===== src/rtl/xplant_pkg.sv =====
package xplant_pkg;

    typedef enum logic [1:0] {
        MODE_HW   = 2'b00,
        MODE_NEAR = 2'b01,
        MODE_HOST = 2'b10
    } ctx_mode_e;

    typedef enum logic {
        LVL_IDLE = 1'b0,
        LVL_WAIT = 1'b1
    } lvl_state_e;

    localparam int NUM_LEVELS = 2;
    localparam int CLASS_W    = 3;
    localparam logic [CLASS_W-1:0] CLASS_NATIVE = 3'd0;
    localparam logic [CLASS_W-1:0] CLASS_IO     = 3'd4;

endpackage


===== src/rtl/xplant_classify.sv =====
module xplant_classify
    import xplant_pkg::*;
(
    input  logic [CLASS_W-1:0] cls,
    output ctx_mode_e          route
);
    always_comb begin
        unique case (cls)
            CLASS_NATIVE: route = MODE_HW;
            CLASS_IO:     route = MODE_HOST;
            default:      route = MODE_NEAR;
        endcase
    end
endmodule


===== src/rtl/xplant_ctxfifo.sv =====
module xplant_ctxfifo #(
    parameter int DEPTH = 8,
    parameter int W     = 3,
    localparam int PTR_W = (DEPTH > 1) ? $clog2(DEPTH) : 1,
    localparam int CNT_W = $clog2(DEPTH + 1)
) (
    input  logic         clk,
    input  logic         rst_n,
    input  logic         push,
    input  logic [W-1:0] push_data,
    input  logic         pop,
    output logic [W-1:0] pop_data,
    output logic         empty,
    output logic         full
);
    logic [W-1:0]     store [DEPTH];
    logic [PTR_W-1:0] wr_ptr;
    logic [PTR_W-1:0] rd_ptr;
    logic [CNT_W-1:0] fill;

    function automatic logic [PTR_W-1:0] bump(input logic [PTR_W-1:0] p);
        if (int'(p) == DEPTH - 1) return '0;
        return p + 1'b1;
    endfunction

    assign empty    = (fill == '0);
    assign full     = (int'(fill) == DEPTH);
    assign pop_data = store[rd_ptr];

    always_ff @(posedge clk or negedge rst_n) begin
        if (!rst_n) begin
            wr_ptr <= '0;
            rd_ptr <= '0;
            fill   <= '0;
        end else begin
            if (push && !full) wr_ptr <= bump(wr_ptr);
            if (pop && !empty) rd_ptr <= bump(rd_ptr);
            unique case ({push && !full, pop && !empty})
                2'b10:   fill <= fill + 1'b1;
                2'b01:   fill <= fill - 1'b1;
                default: fill <= fill;
            endcase
        end
    end

    always_ff @(posedge clk) begin
        if (push && !full) store[wr_ptr] <= push_data;
    end
endmodule


===== src/rtl/xplant_level.sv =====
module xplant_level
    import xplant_pkg::*;
#(
    parameter int NUM_CTX = 8,
    parameter int COUNT_W = 16,
    localparam int CTX_W  = $clog2(NUM_CTX)
) (
    input  logic               clk,
    input  logic               rst_n,
    input  logic               esc_valid,
    input  logic [CTX_W-1:0]   esc_ctx,
    input  logic               ack_valid,
    input  logic [CTX_W-1:0]   ack_ctx,
    output logic               req_valid,
    output logic [CTX_W-1:0]   req_ctx,
    output logic               done_valid,
    output logic [CTX_W-1:0]   done_ctx,
    output logic [COUNT_W-1:0] event_count,
    output logic               q_push,
    output logic               q_full
);
    lvl_state_e       state_q;
    lvl_state_e       state_d;
    logic [CTX_W-1:0] held_ctx_q;
    logic             q_empty;
    logic             q_pop;
    logic [CTX_W-1:0] q_head;
    logic             ack_hit;

    xplant_ctxfifo #(.DEPTH(NUM_CTX), .W(CTX_W)) u_queue (
        .clk       (clk),
        .rst_n     (rst_n),
        .push      (esc_valid),
        .push_data (esc_ctx),
        .pop       (q_pop),
        .pop_data  (q_head),
        .empty     (q_empty),
        .full      (q_full)
    );

    assign q_push  = esc_valid;
    assign ack_hit = ack_valid && (ack_ctx == held_ctx_q);

    // next state: dispatch and complete transitions
    always_comb begin
        state_d = state_q;
        q_pop   = 1'b0;
        unique case (state_q)
            LVL_IDLE: begin
                if (!q_empty) begin
                    state_d = LVL_WAIT;
                    q_pop   = 1'b1;
                end
            end
            LVL_WAIT: begin
                if (ack_hit) state_d = LVL_IDLE;
            end
            default: state_d = LVL_IDLE;
        endcase
    end

    // state register
    always_ff @(posedge clk or negedge rst_n) begin
        if (!rst_n) begin
            state_q    <= LVL_IDLE;
            held_ctx_q <= '0;
        end else begin
            state_q <= state_d;
            if (q_pop) held_ctx_q <= q_head;
        end
    end

    // outputs
    always_comb begin
        req_valid  = 1'b0;
        done_valid = 1'b0;
        unique case (state_q)
            LVL_IDLE: req_valid = 1'b0;
            LVL_WAIT: begin
                req_valid  = 1'b1;
                done_valid = ack_hit;
            end
            default: req_valid = 1'b0;
        endcase
        req_ctx  = held_ctx_q;
        done_ctx = held_ctx_q;
    end

    always_ff @(posedge clk or negedge rst_n) begin
        if (!rst_n)         event_count <= '0;
        else if (esc_valid) event_count <= event_count + 1'b1;
    end
endmodule


===== src/rtl/xplant_dispatch.sv =====
module xplant_dispatch
    import xplant_pkg::*;
#(
    parameter int NUM_CTX = 8,
    parameter int COUNT_W = 16,
    localparam int CTX_W  = $clog2(NUM_CTX)
) (
    input  logic                   clk,
    input  logic                   rst_n,
    input  logic                   issue_valid,
    input  logic [CTX_W-1:0]       issue_ctx,
    input  logic [2:0]             issue_class,
    output logic [NUM_CTX-1:0]     ctx_ready,
    output logic [2*NUM_CTX-1:0]   ctx_mode_flat,
    output logic                   near_req_valid,
    output logic [CTX_W-1:0]       near_req_ctx,
    input  logic                   near_ack_valid,
    input  logic [CTX_W-1:0]       near_ack_ctx,
    output logic                   host_req_valid,
    output logic [CTX_W-1:0]       host_req_ctx,
    input  logic                   host_ack_valid,
    input  logic [CTX_W-1:0]       host_ack_ctx,
    output logic [COUNT_W-1:0]     near_events,
    output logic [COUNT_W-1:0]     host_events
);
    ctx_mode_e        mode_q [NUM_CTX];
    ctx_mode_e        route;
    ctx_mode_e        sel_mode;
    logic             accept;
    logic [NUM_CTX-1:0] release_hit;

    logic [NUM_LEVELS-1:0] lvl_esc;
    logic [NUM_LEVELS-1:0] lvl_ack_valid;
    logic [CTX_W-1:0]      lvl_ack_ctx   [NUM_LEVELS];
    logic [NUM_LEVELS-1:0] lvl_req_valid;
    logic [CTX_W-1:0]      lvl_req_ctx   [NUM_LEVELS];
    logic [NUM_LEVELS-1:0] lvl_done_valid;
    logic [CTX_W-1:0]      lvl_done_ctx  [NUM_LEVELS];
    logic [COUNT_W-1:0]    lvl_count     [NUM_LEVELS];
    logic [NUM_LEVELS-1:0] lvl_q_push;
    logic [NUM_LEVELS-1:0] lvl_q_full;

    xplant_classify u_classify (
        .cls   (issue_class),
        .route (route)
    );

    // mode of the issuing context; out-of-range numbers look blocked
    always_comb begin
        sel_mode = MODE_HOST;
        for (int i = 0; i < NUM_CTX; i++) begin
            if (int'(issue_ctx) == i) sel_mode = mode_q[i];
        end
    end

    assign accept = issue_valid && (sel_mode == MODE_HW) && (route != MODE_HW);

    assign lvl_ack_valid[0] = near_ack_valid;
    assign lvl_ack_ctx[0]   = near_ack_ctx;
    assign lvl_ack_valid[1] = host_ack_valid;
    assign lvl_ack_ctx[1]   = host_ack_ctx;

    for (genvar l = 0; l < NUM_LEVELS; l++) begin : g_level
        localparam ctx_mode_e LVL_MODE = (l == 0) ? MODE_NEAR : MODE_HOST;

        assign lvl_esc[l] = accept && (route == LVL_MODE);

        xplant_level #(.NUM_CTX(NUM_CTX), .COUNT_W(COUNT_W)) u_level (
            .clk         (clk),
            .rst_n       (rst_n),
            .esc_valid   (lvl_esc[l]),
            .esc_ctx     (issue_ctx),
            .ack_valid   (lvl_ack_valid[l]),
            .ack_ctx     (lvl_ack_ctx[l]),
            .req_valid   (lvl_req_valid[l]),
            .req_ctx     (lvl_req_ctx[l]),
            .done_valid  (lvl_done_valid[l]),
            .done_ctx    (lvl_done_ctx[l]),
            .event_count (lvl_count[l]),
            .q_push      (lvl_q_push[l]),
            .q_full      (lvl_q_full[l])
        );
    end

    for (genvar i = 0; i < NUM_CTX; i++) begin : g_ctx
        always_comb begin
            release_hit[i] = 1'b0;
            for (int l = 0; l < NUM_LEVELS; l++) begin
                if (lvl_done_valid[l] && int'(lvl_done_ctx[l]) == i) release_hit[i] = 1'b1;
            end
        end

        always_ff @(posedge clk or negedge rst_n) begin
            if (!rst_n)                                   mode_q[i] <= MODE_HW;
            else if (release_hit[i])                      mode_q[i] <= MODE_HW;
            else if (accept && int'(issue_ctx) == i)      mode_q[i] <= route;
        end

        assign ctx_ready[i]           = (mode_q[i] == MODE_HW);
        assign ctx_mode_flat[2*i +: 2] = mode_q[i];
    end

    assign near_req_valid = lvl_req_valid[0];
    assign near_req_ctx   = lvl_req_ctx[0];
    assign host_req_valid = lvl_req_valid[1];
    assign host_req_ctx   = lvl_req_ctx[1];
    assign near_events    = lvl_count[0];
    assign host_events    = lvl_count[1];
endmodule


===== config.mk =====
export PLATFORM = sky130hd
export DESIGN_NAME = xplant_dispatch
export DESIGN_NICKNAME = d
export VERILOG_FILES = /design/src/rtl/xplant_pkg.sv /design/src/rtl/xplant_classify.sv /design/src/rtl/xplant_ctxfifo.sv /design/src/rtl/xplant_level.sv /design/src/rtl/xplant_dispatch.sv
export SDC_FILE = /design/constraint.sdc
export NUM_CORES = 1
export LEC_CHECK = 0
export BUFFER_PORTS_ARGS = -buffer_cell sky130_fd_sc_hd__buf_2
export CORE_ASPECT_RATIO = 0.8
export CORE_MARGIN = 2
export CORE_UTILIZATION = 50
export CTS_BUF_LIST = sky130_fd_sc_hd__clkbuf_16
export CTS_CLUSTER_DIAMETER = 150
export DETAILED_ROUTE_END_ITERATION = 6
export GPL_TIMING_DRIVEN = 0
export PLACE_DENSITY = 0.71
export REMOVE_ABC_BUFFERS = 1
export SLEW_MARGIN = 40
export SYNTH_ARGS = -nofsm -noshare
export SYNTH_HDL_FRONTEND = slang
export SYNTH_SLANG_ARGS = --single-unit

===== constraint.sdc =====
create_clock -name clk -period 2.8 [get_ports clk]
set_input_delay 0.56 -clock clk [delete_from_list [all_inputs] [get_ports clk]]
set_output_delay 0.56 -clock clk [all_outputs]
set_load 0.01 [all_outputs]

Word level (Yosys, flattened, before mapping):

Memory sizes are Yosys's and may differ from the RTL's. A register that Yosys moved wholly into a read port is not among the register bits.
Index checks and enable logic that the tools add are counted.

* register bits: 70
* latch bits: 0
* memory bits (writable): 48
* ROM bits: 0
* logic and storage cells: 209
* memories kept: 2

Memory list
* g_level[0].u_level.u_queue.store: words 8, bits a word 3, rd ports 1, clocked after Yosys merged registers in 1, wr ports 1, line xplant_ctxfifo.sv:16 `logic [W-1:0] store [DEPTH];`
* g_level[1].u_level.u_queue.store: words 8, bits a word 3, rd ports 1, clocked after Yosys merged registers in 1, wr ports 1, line xplant_ctxfifo.sv:16

* $add $sub $neg: 10
* multiply operators: 0
* divide/modulo/power cells: 0
* magnitude comparators: 0
* equal/unequal tests: 36
* shift operators: 0
* multiplexer cells: 75
* bitwise logic cells: 2
* reduce and logical (&&, ||, !) cells: 66

Operators with widths (count)
* 2-to-1 mux 2 bit: 24
* == test 3 bit (second input constant): 13
* 2-to-1 mux 1 bit: 36
* logical AND 1 bit: 34
* adder 16 x 1 -> 16 bit (second input constant): 2
* 2-to-1 mux 3 bit: 8
* nonzero test 2 bit: 11
* == test 3 x 1 -> 1 bit (second input constant): 7
* == test 3 x 2 -> 1 bit (second input constant): 6
* zero test 2 bit: 9
* one-hot mux 4 bit (2 select lines): 2
* adder 3 x 1 -> 3 bit (second input constant): 4
* zero test 3 bit: 4
* adder 4 x 1 -> 4 bit (second input constant): 2
* == test 4 bit (second input constant): 2
* zero test 4 bit: 2
* one-hot mux 1 bit (2 select lines): 4
* subtractor 4 x 1 -> 4 bit (second input constant): 2
* == test 2 x 1 -> 1 bit (second input constant): 3
* == test 2 bit (second input constant): 3
* == test 3 bit: 2
* zero test 1 bit: 6
* one-hot mux 2 bit (2 select lines): 1
* inverter 1 bit: 2

Logic depth before layout (Yosys ltp):

Gate-level depths: netlist (run 1).

* depth in word-level cells: 16
* gate-level depth with buffers: 13
* gate-level depth less buffers: 11

Cells and area by module:

Synthesis (run 1) repeated with hierarchy kept, for this count alone.

* cells, all modules: 475
* area, all modules: 6140.9 um2

By module, submodules not included
* xplant_level: instances 2, cells an instance 78, area each 942.2 um2
* xplant_ctxfifo at g_level[0].u_level.u_queue: instances 1, cells an instance 104, area each 1636.6 um2
* xplant_ctxfifo at g_level[1].u_level.u_queue: instances 1, cells an instance 104, area each 1625.3 um2
* xplant_dispatch: instances 1, cells an instance 109, area each 980.9 um2
* xplant_classify: instances 1, cells an instance 2, area each 13.8 um2

Worst setup path before layout (run 1):

No wires, ideal clock.

* kind: in2reg
* start point: input port issue_class[1]
* end point: register g_level[1].u_level.u_queue.fill[3]
* library setup time: 0.125 ns
* arrival: 2.720 ns
* required time: 2.675 ns
* path slack: -0.046 ns
* stages: 12
* path through: or3b_1 clkbuf_1 nor4_2 nand3_1 buf_2 ha_1 ha_1 a21o_1 a21oi_1 xnor2_1 nor2_1 xor2_1

* longest elaborated chain between the ends: 8
* elaborated cells between the ends (all ways): 12
* those cells by class: 4 x eq/ne; 2 x mux; 6 x reduce/logical

Ends and longest elaborated chain
* from (decl): line xplant_dispatch.sv:12 `input logic [2:0] issue_class,`
* == test 3 bit or zero test 3 bit (tied branches): line xplant_classify.sv:8 `unique case (cls)`
* one-hot mux 2 bit (2 select lines) (*): line xplant_classify.sv:8
* nonzero test 2 bit: line xplant_dispatch.sv:56 `assign accept = issue_valid && (sel_mode == MODE_HW) && (route != MODE_HW);`
* logical AND 1 bit: line xplant_dispatch.sv:56
* logical AND 1 bit (*): line xplant_dispatch.sv:66 `assign lvl_esc[l] = accept && (route == LVL_MODE);`
* logical AND 1 bit (*): line xplant_ctxfifo.sv:38 `unique case ({push && !full, pop && !empty})`
* == test 2 x 1 -> 1 bit or == test 2 bit (tied branches): line xplant_ctxfifo.sv:38
* one-hot mux 4 bit (2 select lines) or nonzero test 2 bit (tied branches)
* to (signal assigned): line xplant_ctxfifo.sv:39 `2'b10: fill <= fill + 1'b1;`
* to (signal assigned): line xplant_ctxfifo.sv:40 `2'b01: fill <= fill - 1'b1;`
* to (signal assigned): line xplant_ctxfifo.sv:41 `default: fill <= fill;`
* to (decl): line xplant_ctxfifo.sv:19 `logic [CNT_W-1:0] fill;`

Every way passes the cells marked *; elsewhere a longest branch is shown, timed or not.
A chain may end at the register's enable or synchronous reset.

Final worst setup path (run 1):

* start point: input port issue_ctx[1]
* end point: register g_level[0].u_level.u_queue.fill[3]

* longest elaborated chain between the ends: 16
* elaborated cells between the ends (all ways): 25
* those cells by class: 9 x eq/ne; 9 x mux; 7 x reduce/logical

Ends and longest elaborated chain
* from (decl): line xplant_dispatch.sv:11 `input logic [CTX_W-1:0] issue_ctx,`
* zero test 3 bit: line xplant_dispatch.sv:52 `if (int'(issue_ctx) == i) sel_mode = mode_q[i];`
* 2-to-1 mux 2 bit (7 in series): line xplant_dispatch.sv:52
* 2-to-1 mux 2 bit (*): line xplant_dispatch.sv:52
* zero test 2 bit (*): line xplant_dispatch.sv:56
* logical AND 1 bit (*) (2 in series): line xplant_dispatch.sv:56
* logical AND 1 bit (*): line xplant_dispatch.sv:66
* logical AND 1 bit (*): line xplant_ctxfifo.sv:38
* == test 2 x 1 -> 1 bit or == test 2 bit (tied branches): line xplant_ctxfifo.sv:38
* one-hot mux 4 bit (2 select lines) or nonzero test 2 bit (tied branches)
* to (signal assigned): line xplant_ctxfifo.sv:39
* to (signal assigned): line xplant_ctxfifo.sv:40
* to (signal assigned): line xplant_ctxfifo.sv:41
* to (decl): line xplant_ctxfifo.sv:19

Marks and branches as above.

==> results.sh, run 1 <==
export IMPL_cts_made_buffers=17
export IMPL_first_global_vias=4150
export IMPL_die_area_um2=12900
export IMPL_antenna_found_initial=0
export IMPL_synthTopCellsByCount="dfrtp_1, edfxtp_1, nor2_1"
export IMPL_fp_dieH_um=102
export IMPL_port_buffers=80
export IMPL_drv_cap=0
export IMPL_chipWidth_um=127
export IMPL_drive_above_1_share=0.301
export IMPL_vias=4152
export IMPL_rsz0062_at_grt="false"
export IMPL_synth_edff_count=48
export IMPL_dpl_worst_slack_ns=-1.45
export IMPL_async_flop_share=0.613
export IMPL_syn2layout_area_growth_pct=21.1
export IMPL_fin_setup_tns_ns=0
export IMPL_synth_area_leaders="dfrtp_1, edfxtp_1, mux4_2"
export IMPL_top_layer_used="met4"
export IMPL_instances_no_fill=736
export IMPL_cts_sinks=124
export IMPL_path_common_cell="ha_1"
export IMPL_hold_path_class="flip-flop to flip-flop"
export IMPL_yosysTopAreaCell="dfrtp_1"
export IMPL_yosys_register_bits=124
export IMPL_viasPerCell=5.64
export IMPL_routed_wl_um=13500
export IMPL_wl_per_cell_um=18.3
export IMPL_synth_flop_cell="dfrtp_1"
export IMPL_clock_fmax_ghz=0.378
export IMPL_grt_max_degree=62
export IMPL_htree_levels=4
export IMPL_met3_length_um=691
export IMPL_route_detailed_drc=0
export IMPL_finalHoldViolCount=0
export IMPL_worst_pin_slew_ns=0.747
export IMPL_finalClockSkew_ns=0.00713
export IMPL_n_fill_cell=892
export IMPL_ys_warn_count=0
export IMPL_slew_violations=0
export IMPL_met2WireLength_um=6530
export IMPL_detailed_place_area_um2=6550
export IMPL_synth_avg_cell_area_um2=12.5
export IMPL_synth_most_common_cell="dfrtp_1"
export IMPL_critPathCaptureType="flip-flop"
export IMPL_required_ns=3.08
export IMPL_cp_arrival_ns=2.92
export IMPL_cp_cell_sequence="buf_6 -> mux2i_1 -> o221ai_2 -> a21oi_4 -> buf_4 -> nand3_4 -> ha_1 -> ha_1 -> a21o_1 -> a21oi_1 -> xnor2_1 -> nor2_1 -> xor2_1"
export IMPL_clk_latency_ns=0.40
export IMPL_grt_usage=0.223
export IMPL_dp_cells=693
export IMPL_finalPower_mw=6.93
export IMPL_synth_cells=482
export IMPL_min_period_over_period=0.944
export IMPL_post_dp_hpwl_um=9030
export IMPL_dr_pass1_iters=5
export IMPL_startpoint_type="primary input"
export IMPL_path_class="primary input to flip-flop"
export IMPL_ys_types=54
export IMPL_io_pins=81
export IMPL_whs_ns=0.481
export IMPL_synth_top_area_frac=0.316
export IMPL_rows=35
export IMPL_core_area_um2=11600
export IMPL_power_leakage_nw=3.04
export IMPL_status="completed"
export IMPL_n_antenna_cell=0
export IMPL_critical_path_slowest_cell="ha_1"
export IMPL_period_needed_ns=2.64
export IMPL_max_vdd_ir_drop_mv=0.560
export IMPL_clockRootBuffer="clkbuf_16"
export IMPL_antenna_left=0
export IMPL_clock_path_buffers=2
export IMPL_design_area_um2=7290
export IMPL_slew_headroom=0.498
export IMPL_grt_pass1_wl_um=22000
export IMPL_postLayoutSetupSlackWorst_ns=0.157
export IMPL_final_nets=610
export IMPL_yosysSeqAreaShare=0.556
export IMPL_syn_area_um2=6020
export IMPL_cts_tree="yes"
export IMPL_grt_ovfl_total=0
export IMPL_dr_first_iter_drc_count=274
export IMPL_gp_congestion=0.811
export IMPL_cp_max_fo=28
export IMPL_clkTransAtPathRegs_ns=0.06
export IMPL_met1_length_um=6120
export IMPL_cpPeakStageDelay_ns=0.29
export IMPL_finalSetupViolCount=0
export IMPL_utilization=0.628
export IMPL_start_util=0.518
export IMPL_powerDensity_nw_per_um2=951
cell usage in the layout, fill, tap and decap left out, types with 3 or more instances in the layout:
master,instances
xnor2_1,23
buf_6,3
nand3_1,20
o21ai_0,5
xnor2_2,3
nor4_1,9
buf_4,10
or2_2,3
a21oi_1,16
or4_4,3
mux2i_1,8
a31oi_1,3
clkbuf_16,17
clkinv_1,3
buf_2,76
o22ai_1,5
inv_1,12
and3_1,4
nand2_1,24
nor4b_2,6
nor4_2,4
and2_1,3
clkinvlp_4,7
nand4_1,14
nand2b_1,10
mux2_2,10
dfrtp_1,76
edfxtp_1,48
ha_1,16
nor2_2,3
nor3_1,17
nor2_1,43
and4_1,3
mux4_2,12
a21o_1,3
o21a_1,6
xor2_1,18
kinds of logic after synthesis:
kind of cell / synth area share
AND/OR/NAND/NOR: 0.171
flip-flops: 0.556
AO/OA/AOI/OAI: 0.0589
XOR/XNOR: 0.0678
multiplexers: 0.0807
buffers and inverters: 0.0260
adder cells (fa/ha/maj): 0.0399
critical path, delay by kind of cell:
family / cells / cell delay [ns]
buf+inv: 2 / 0.39
mux: 1 / 0.27
compound gates: 4 / 0.73
simple gates: 2 / 0.15
xor+xnor: 2 / 0.28
fa+ha+maj: 2 / 0.52
routing by layer:
layer  GRT usage  vias to the layer above
met3      0.0503                       11
met5           0                        -
met4      0.0786                        0
li1            -                     1980
met2       0.360                      109
met1       0.303                     2052
final timing paths:
kind / endpoint / start / cells after the start / slack (ns)
max in group asynchronous: g_level[1].u_level.event_count[0]$_DFFE_PN0P_ / rst_n / 3 / 1.72
min in group asynchronous: g_level[0].u_level.event_count[8]$_DFFE_PN0P_ / rst_n / 2 / 0.54
hold reg to reg: g_level[1].u_level.event_count[15]$_DFFE_PN0P_ / g_level[1].u_level.event_count[15]$_DFFE_PN0P_ / 1 / 0.48
setup reg to reg: g_level[0].u_level.u_queue.fill[3]$_DFFE_PN0P_ / ctx_mode_flat[12]$_DFFE_PN0P_ / 12 / 0.19
hold / removal: g_level[1].u_level.event_count[15]$_DFFE_PN0P_ / g_level[1].u_level.event_count[15]$_DFFE_PN0P_ / 1 / 0.48
setup / recovery: g_level[0].u_level.u_queue.fill[3]$_DFFE_PN0P_ / issue_ctx[1] / 13 / 0.16
flip-flops by register name, indices dropped and copies added (netlist names):
name                            cells
ctx_mode_flat                      16
g_level.u_level.event_count        32
g_level.u_level.u_queue.rd_ptr      6
g_level.u_level.state_q             2
g_level.u_level.u_queue.wr_ptr      6
g_level.u_level.u_queue.store      48
g_level.u_level.done_ctx            6
g_level.u_level.u_queue.fill        8
repair_timing:
item,in CTS,in global routing
pin swaps,3,4
resized for setup,11,4
buffers inserted,4,5
endpoints found under the hold margin,15,0
cloned,1,0
hold buffers,1,0
endpoints found under the setup margin,62,2
cell type report:
cell class / instances / area [µm²] / share of cell area
sequential: 124 / 3340 / 0.459
multi-input combinational: 328 / 2620 / 0.359
timing repair buffer: 92 / 547 / 0.0750
clock buffer: 17 / 425 / 0.0584
tap: 148 / 185 / 0.0254
clock inverter: 15 / 125 / 0.0172
inverter: 12 / 45.0 / 0.00618
report_power, final:
group,leakage [nW],switching (mW),internal (mW)
sequential,1.40,0.620,2.27
combinational,1.39,1.03,0.992
clock,0.246,0.808,1.21
total,3.04,2.46,4.47
Note: power is estimated with default switching activity, not from simulation.
==> inputs of run 2 (changes only) <==
Settings changed: PLACE_DENSITY 0.71 to default, PLACE_DENSITY_LB_ADDON from default to 0.25.
==> results.sh, run 2 (synthesized netlist as in run 1, its figures left out) <==
export IMPL_wl_per_cell_um=18.3
export IMPL_seq_power_share=0.405
export IMPL_p_sw_frac=0.338
export IMPL_largest_reg_flops=48
export IMPL_worst_r2r_endpoint="g_level[1].u_level.u_queue.fill[3]$_DFFE_PN0P_"
export IMPL_cts_made_buffers=17
export IMPL_finalHoldViolCount=0
export IMPL_detailed_place_area_um2=6550
export IMPL_layout_common_cells="dfrtp_1, buf_2, edfxtp_1"
export IMPL_clock_path_buffers=2
export IMPL_finalPower_mw=7.13
export IMPL_critPathCaptureType="flip-flop"
export IMPL_hold_path_class="flip-flop to flip-flop"
export IMPL_slew_headroom=0.462
export IMPL_clk_latency_ns=0.41
export IMPL_crit_family="compound AO/OA/AOI/OAI gates"
export IMPL_worstPathBufferInverterCount=2
export IMPL_internal_power_mw=4.72
export IMPL_path_common_cell="ha_1"
export IMPL_hp_start="g_level[1].u_level.event_count[15]$_DFFE_PN0P_"
export IMPL_rrSetupSlack_ns=0.05
export IMPL_clock_fmax_ghz=0.363
export IMPL_fp_dieH_um=102
export IMPL_post_dp_hpwl_um=9160
export IMPL_htree_levels=4
export IMPL_dr_first_iter_drc_count=232
export IMPL_worst_pin_slew_ns=0.800
export IMPL_clockRootBuffer="clkbuf_16"
export IMPL_drv_cap=0
export IMPL_start_util=0.518
export IMPL_route_detailed_drc=0
export IMPL_worst_hold_path_endpoint="g_level[1].u_level.event_count[15]$_DFFE_PN0P_"
export IMPL_cp_cell_sequence="buf_4 -> nand2b_1 -> o221ai_2 -> a21oi_4 -> buf_12 -> nand3_4 -> ha_1 -> ha_1 -> a21o_1 -> a21oi_1 -> xnor2_1 -> nor2_1 -> xor2_1"
export IMPL_pwr_share_comb=0.286
export IMPL_rows=35
export IMPL_antenna_left=0
export IMPL_cts_sinks=124
export IMPL_period_needed_ns=2.76
export IMPL_required_ns=3.09
export IMPL_rsz0062_at_grt="true"
export IMPL_power_leakage_nw=3.11
export IMPL_routed_wl_um=13500
export IMPL_dr_pass1_iters=5
export IMPL_critical_path_slowest_cell="a21oi_4"
export IMPL_drive_above_1_share=0.293
export IMPL_min_delay_path_depth=1
export IMPL_slew_violations=0
export IMPL_n_fill_cell=878
export IMPL_syn2layout_area_growth_pct=21.8
export IMPL_startpoint_type="primary input"
export IMPL_grt_usage=0.220
export IMPL_status="completed"
export IMPL_min_period_over_period=0.984
export IMPL_design_area_um2=7330
export IMPL_max_vdd_ir_drop_mv=0.535
export IMPL_grt_pass1_wl_um=21800
export IMPL_grt_max_degree=59
export IMPL_chipWidth_um=127
export IMPL_timing_rr_start="ctx_mode_flat[12]$_DFFE_PN0P_"
export IMPL_cp_max_fo=26
export IMPL_finalClockSkew_ns=0.00586
export IMPL_cts_tree="yes"
export IMPL_largest_register="g_level.u_level.u_queue.store"
export IMPL_viasPerCell=5.76
export IMPL_n_antenna_cell=0
export IMPL_powerDensity_nw_per_um2=973
export IMPL_path_class="primary input to flip-flop"
export IMPL_fin_setup_tns_ns=0
export IMPL_clkTransAtPathRegs_ns=0.05
export IMPL_vias=4260
export IMPL_antenna_found_initial=0
export IMPL_final_nets=613
export IMPL_first_global_vias=4181
export IMPL_finalSetupViolCount=0
export IMPL_cpPeakStageDelay_ns=0.31
export IMPL_clockPowerShare=0.309
export IMPL_worstRegToRegCells=12
export IMPL_p_sw_mw=2.41
export IMPL_gp_congestion=0.836
export IMPL_core_area_um2=11600
export IMPL_cp_arrival_ns=3.04
export IMPL_io_pins=81
export IMPL_die_area_um2=12900
export IMPL_port_buffers=80
export IMPL_grt_ovfl_total=0
run 2: final cells by class:
| cell class | instances | area [µm²] | share of cell area |
|---|---|---|---|
| Clock buffer | 17 | 425 | 0.0581 |
| Clock inverter | 15 | 165 | 0.0225 |
| Inverter | 12 | 45.0 | 0.00615 |
| Multi-Input combinational cell | 328 | 2600 | 0.355 |
| Sequential cell | 124 | 3340 | 0.456 |
| Tap cell | 148 | 185 | 0.0253 |
| Timing Repair Buffer | 95 | 566 | 0.0772 |
run 2: power by group through the flow:
stage / combinational [mW] / clock (mW) / sequential (mW)
after CTS: 2.03 / 2.22 / 2.88
after floorplan: 1.23 / 0 / 2.85
final: 2.04 / 2.20 / 2.89
after detailed placement: 1.95 / 0 / 2.91
after global placement: 1.87 / 0 / 2.87
after global routing: 2.27 / 2.31 / 2.97
run 2: worst max-delay path by stage:
stage,startpoint,end,slack (ns),cells past startpoint
5_1_grt,issue_ctx[0],g_level[1].u_level.u_queue.fill[3]$_DFFE_PN0P_,-0.07,13
4_1_cts,ctx_mode_flat[8]$_DFFE_PN0P_,g_level[1].u_level.u_queue.fill[3]$_DFFE_PN0P_,0.007,11
3_3_place_gp,issue_ctx[2],g_level[0].u_level.u_queue.fill[3]$_DFFE_PN0P_,-2.24,12
2_1_floorplan,issue_class[1],g_level[1].u_level.u_queue.fill[3]$_DFFE_PN0P_,-0.59,10
3_5_place_dp,issue_ctx[1],g_level[1].u_level.u_queue.fill[3]$_DFFE_PN0P_,-1.45,12
6_report,issue_ctx[0],g_level[1].u_level.u_queue.fill[3]$_DFFE_PN0P_,0.04,13
run 2: stage by stage:
stage          setup slack (ns)  hold WS, ns  cells   util
5_1_grt                 -0.0713        0.486    739  0.631
4_1_cts                 0.00724        0.462    730  0.624
3_5_place_dp              -1.45        0.411    693  0.564
6_report                 0.0439        0.464    739  0.631
3_3_place_gp              -2.24        0.455    691  0.559
2_1_floorplan            -0.595        0.264    463      -
run 2: worst reg2reg max path: stages, from the launching register on:
cell	delay (ns)
dfrtp_1	0.44
nor2_4	0.21
o221ai_2	0.19
a21oi_4	0.31
buf_12	0.15
nand3_4	0.11
ha_1	0.26
ha_1	0.29
a21o_1	0.16
a21oi_1	0.17
xnor2_1	0.14
nor2_1	0.06
xor2_1	0.14
run 2: timing repair:
action,CTS,global route
buffers inserted,3,9
hold buffers,1,0
endpoints found under the setup margin,62,2
gates resized for setup,13,2
pin swaps,2,6
hold endpoints to repair,18,0
cloned,1,0
run 2: layer usage:
| metal | wire length (µm) | track usage | part of all wire | up-vias |
|---|---|---|---|---|
| li1 | - | - | - | 1987 |
| met1 | 5970 | 0.308 | 0.44 | 2116 |
| met2 | 6540 | 0.348 | 0.48 | 139 |
| met3 | 854 | 0.0524 | 0.063 | 18 |
| met4 | 180 | 0.0659 | 0.013 | 0 |
| met5 | 0 | 0 | 0 | - |
==> inputs of run 3 (changes only) <==
Settings changed: CELL_PAD_IN_SITES_DETAIL_PLACEMENT from default to 0, CELL_PAD_IN_SITES_GLOBAL_PLACEMENT from default to 1, CORE_UTILIZATION 50 to 47, SLEW_MARGIN 40 to 5.
==> results.sh, run 3 (synthesized netlist as in run 1, its figures left out) <==
export IMPL_status="completed"
export IMPL_slew_violations=0
export IMPL_syn2layout_area_growth_pct=21.7
export IMPL_first_global_vias=4104
export IMPL_clock_path_buffers=2
export IMPL_gp_congestion=0.783
export IMPL_cts_sinks=124
export IMPL_cp_arrival_ns=2.96
export IMPL_htree_levels=4
export IMPL_finalHoldViolCount=0
export IMPL_io_pins=81
export IMPL_cts_made_buffers=17
export IMPL_cts_tree="yes"
export IMPL_worstRegToRegCells=12
export IMPL_antenna_left=0
export IMPL_power_leakage_nw=3.07
export IMPL_rows=36
export IMPL_finalClockSkew_ns=0.00901
export IMPL_finalSetupViolCount=0
export IMPL_rsz0062_at_grt="false"
export IMPL_chipWidth_um=130
export IMPL_powerDensity_nw_per_um2=964
export IMPL_required_ns=3.10
export IMPL_dr_pass1_iters=5
export IMPL_grt_usage=0.211
export IMPL_antenna_found_initial=0
export IMPL_grt_ovfl_total=0
export IMPL_cp_max_fo=28
export IMPL_wl_per_cell_um=18.2
export IMPL_largest_reg_flops=48
export IMPL_routed_wl_um=13700
export IMPL_viasPerCell=5.56
export IMPL_drv_cap=0
export IMPL_max_vdd_ir_drop_mv=0.536
export IMPL_fp_dieH_um=105
export IMPL_start_util=0.487
export IMPL_critPathCaptureType="flip-flop"
export IMPL_slew_headroom=0.472
export IMPL_clockRootBuffer="clkbuf_16"
export IMPL_port_buffers=80
export IMPL_dr_first_iter_drc_count=244
export IMPL_n_fill_cell=1038
export IMPL_grt_max_degree=40
export IMPL_route_detailed_drc=0
export IMPL_grt_pass1_wl_um=21900
export IMPL_dp_cells=716
export IMPL_core_area_um2=12300
export IMPL_largest_register="g_level.u_level.u_queue.store"
export IMPL_startpoint_type="primary input"
export IMPL_drive_above_1_share=0.296
export IMPL_holdBufCountCts=0
export IMPL_worst_pin_slew_ns=0.785
export IMPL_period_needed_ns=2.66
export IMPL_utilization=0.593
export IMPL_vias=4202
export IMPL_path_class="primary input to flip-flop"
export IMPL_timing_rr_start="ctx_mode_flat[13]$_DFFE_PN0P_"
export IMPL_post_dp_hpwl_um=9290
export IMPL_n_antenna_cell=0
export IMPL_clkTransAtPathRegs_ns=0.05
export IMPL_clock_fmax_ghz=0.375
export IMPL_detailed_place_area_um2=6560
export IMPL_clk_latency_ns=0.42
export IMPL_min_period_over_period=0.951
export IMPL_die_area_um2=13700
export IMPL_design_area_um2=7320
export IMPL_final_nets=608
export IMPL_mostFrequentLayoutCell="buf_2"
export IMPL_instances_no_fill=756
export IMPL_hold_path_class="primary input to asynchronous set/reset pin"
export IMPL_layout_common_cells="buf_2, dfrtp_1, edfxtp_1"
export IMPL_critPathLaunch="issue_ctx[1]"
run 3: power by group:
part	leakage, nW	total (mW)	internal [mW]	switching, mW
sequential	1.40	2.89	2.27	0.623
clock	0.293	2.11	1.33	0.776
combinational	1.38	2.06	1.01	1.05
total	3.07	7.05	4.61	2.45
run 3: cell type report:
class	instances	area, µm²	share of cell area
inverter	12	45.0	0.00615
tap	171	214	0.0292
multi-input combinational	328	2630	0.359
sequential	124	3340	0.457
timing repair buffer	90	526	0.0718
clock buffer	18	450	0.0615
clock inverter	13	111	0.0152
run 3: through the flow:
stage | setup slack [ns] | hold slack, ns | setup TNS, ns | power, mW
after floorplan | -0.595 | 0.264 | -5.07 | 4.08
after global placement | -2.34 | 0.456 | -99.18 | 4.75
after detailed placement | -1.73 | 0.465 | -66.81 | 4.86
after CTS | 0.00368 | 0.140 | 0 | 7.04
after global routing | 0.00450 | 0.139 | 0 | 7.48
final | 0.136 | 0.115 | 0 | 7.05
run 3: worst paths after layout:
path | end | slack, ns
setup reg to reg | g_level[0].u_level.u_queue.fill[3]$_DFFE_PN0P_ | 0.15
max in group asynchronous | ctx_mode_flat[8]$_DFFE_PN0P_ | 2.06
setup / recovery | g_level[1].u_level.u_queue.fill[3]$_DFFE_PN0P_ | 0.14
min in group clk | g_level[0].u_level.u_queue.store[1][2]$_DFFE_PP_ | 0.45
hold / removal | g_level[1].u_level.u_queue.fill[1]$_DFFE_PN0P_ | 0.11
hold reg to reg | g_level[0].u_level.event_count[15]$_DFFE_PN0P_ | 0.48
run 3: timing repair:
item / 4_1_cts / 5_1_grt
endpoints found under the setup margin: 62 / 2
pin swaps: 3 / 6
buffers inserted: 7 / 1
cloned: 1 / 0
resized for setup: 13 / 14
run 3: routing by layer:
layer | vias to the layer above | wire [µm] | GRT usage
met4 | 0 | 142 | 0.0691
met1 | 2097 | 6450 | 0.306
met5 | - | 0 | 0
met3 | 15 | 759 | 0.0471
met2 | 126 | 6380 | 0.316
li1 | 1964 | - | -
run 3: worst max-delay path, cell delays in order:
cell and delay, ns:
buf_8 0.19, mux2i_2 0.28, o221ai_2 0.20, a21oi_4 0.19, buf_4 0.16, nand3_4 0.16, ha_2 0.25, ha_1 0.26
a21o_1 0.16, a21oi_1 0.17, xnor2_1 0.14, nor2_1 0.06, xor2_1 0.14
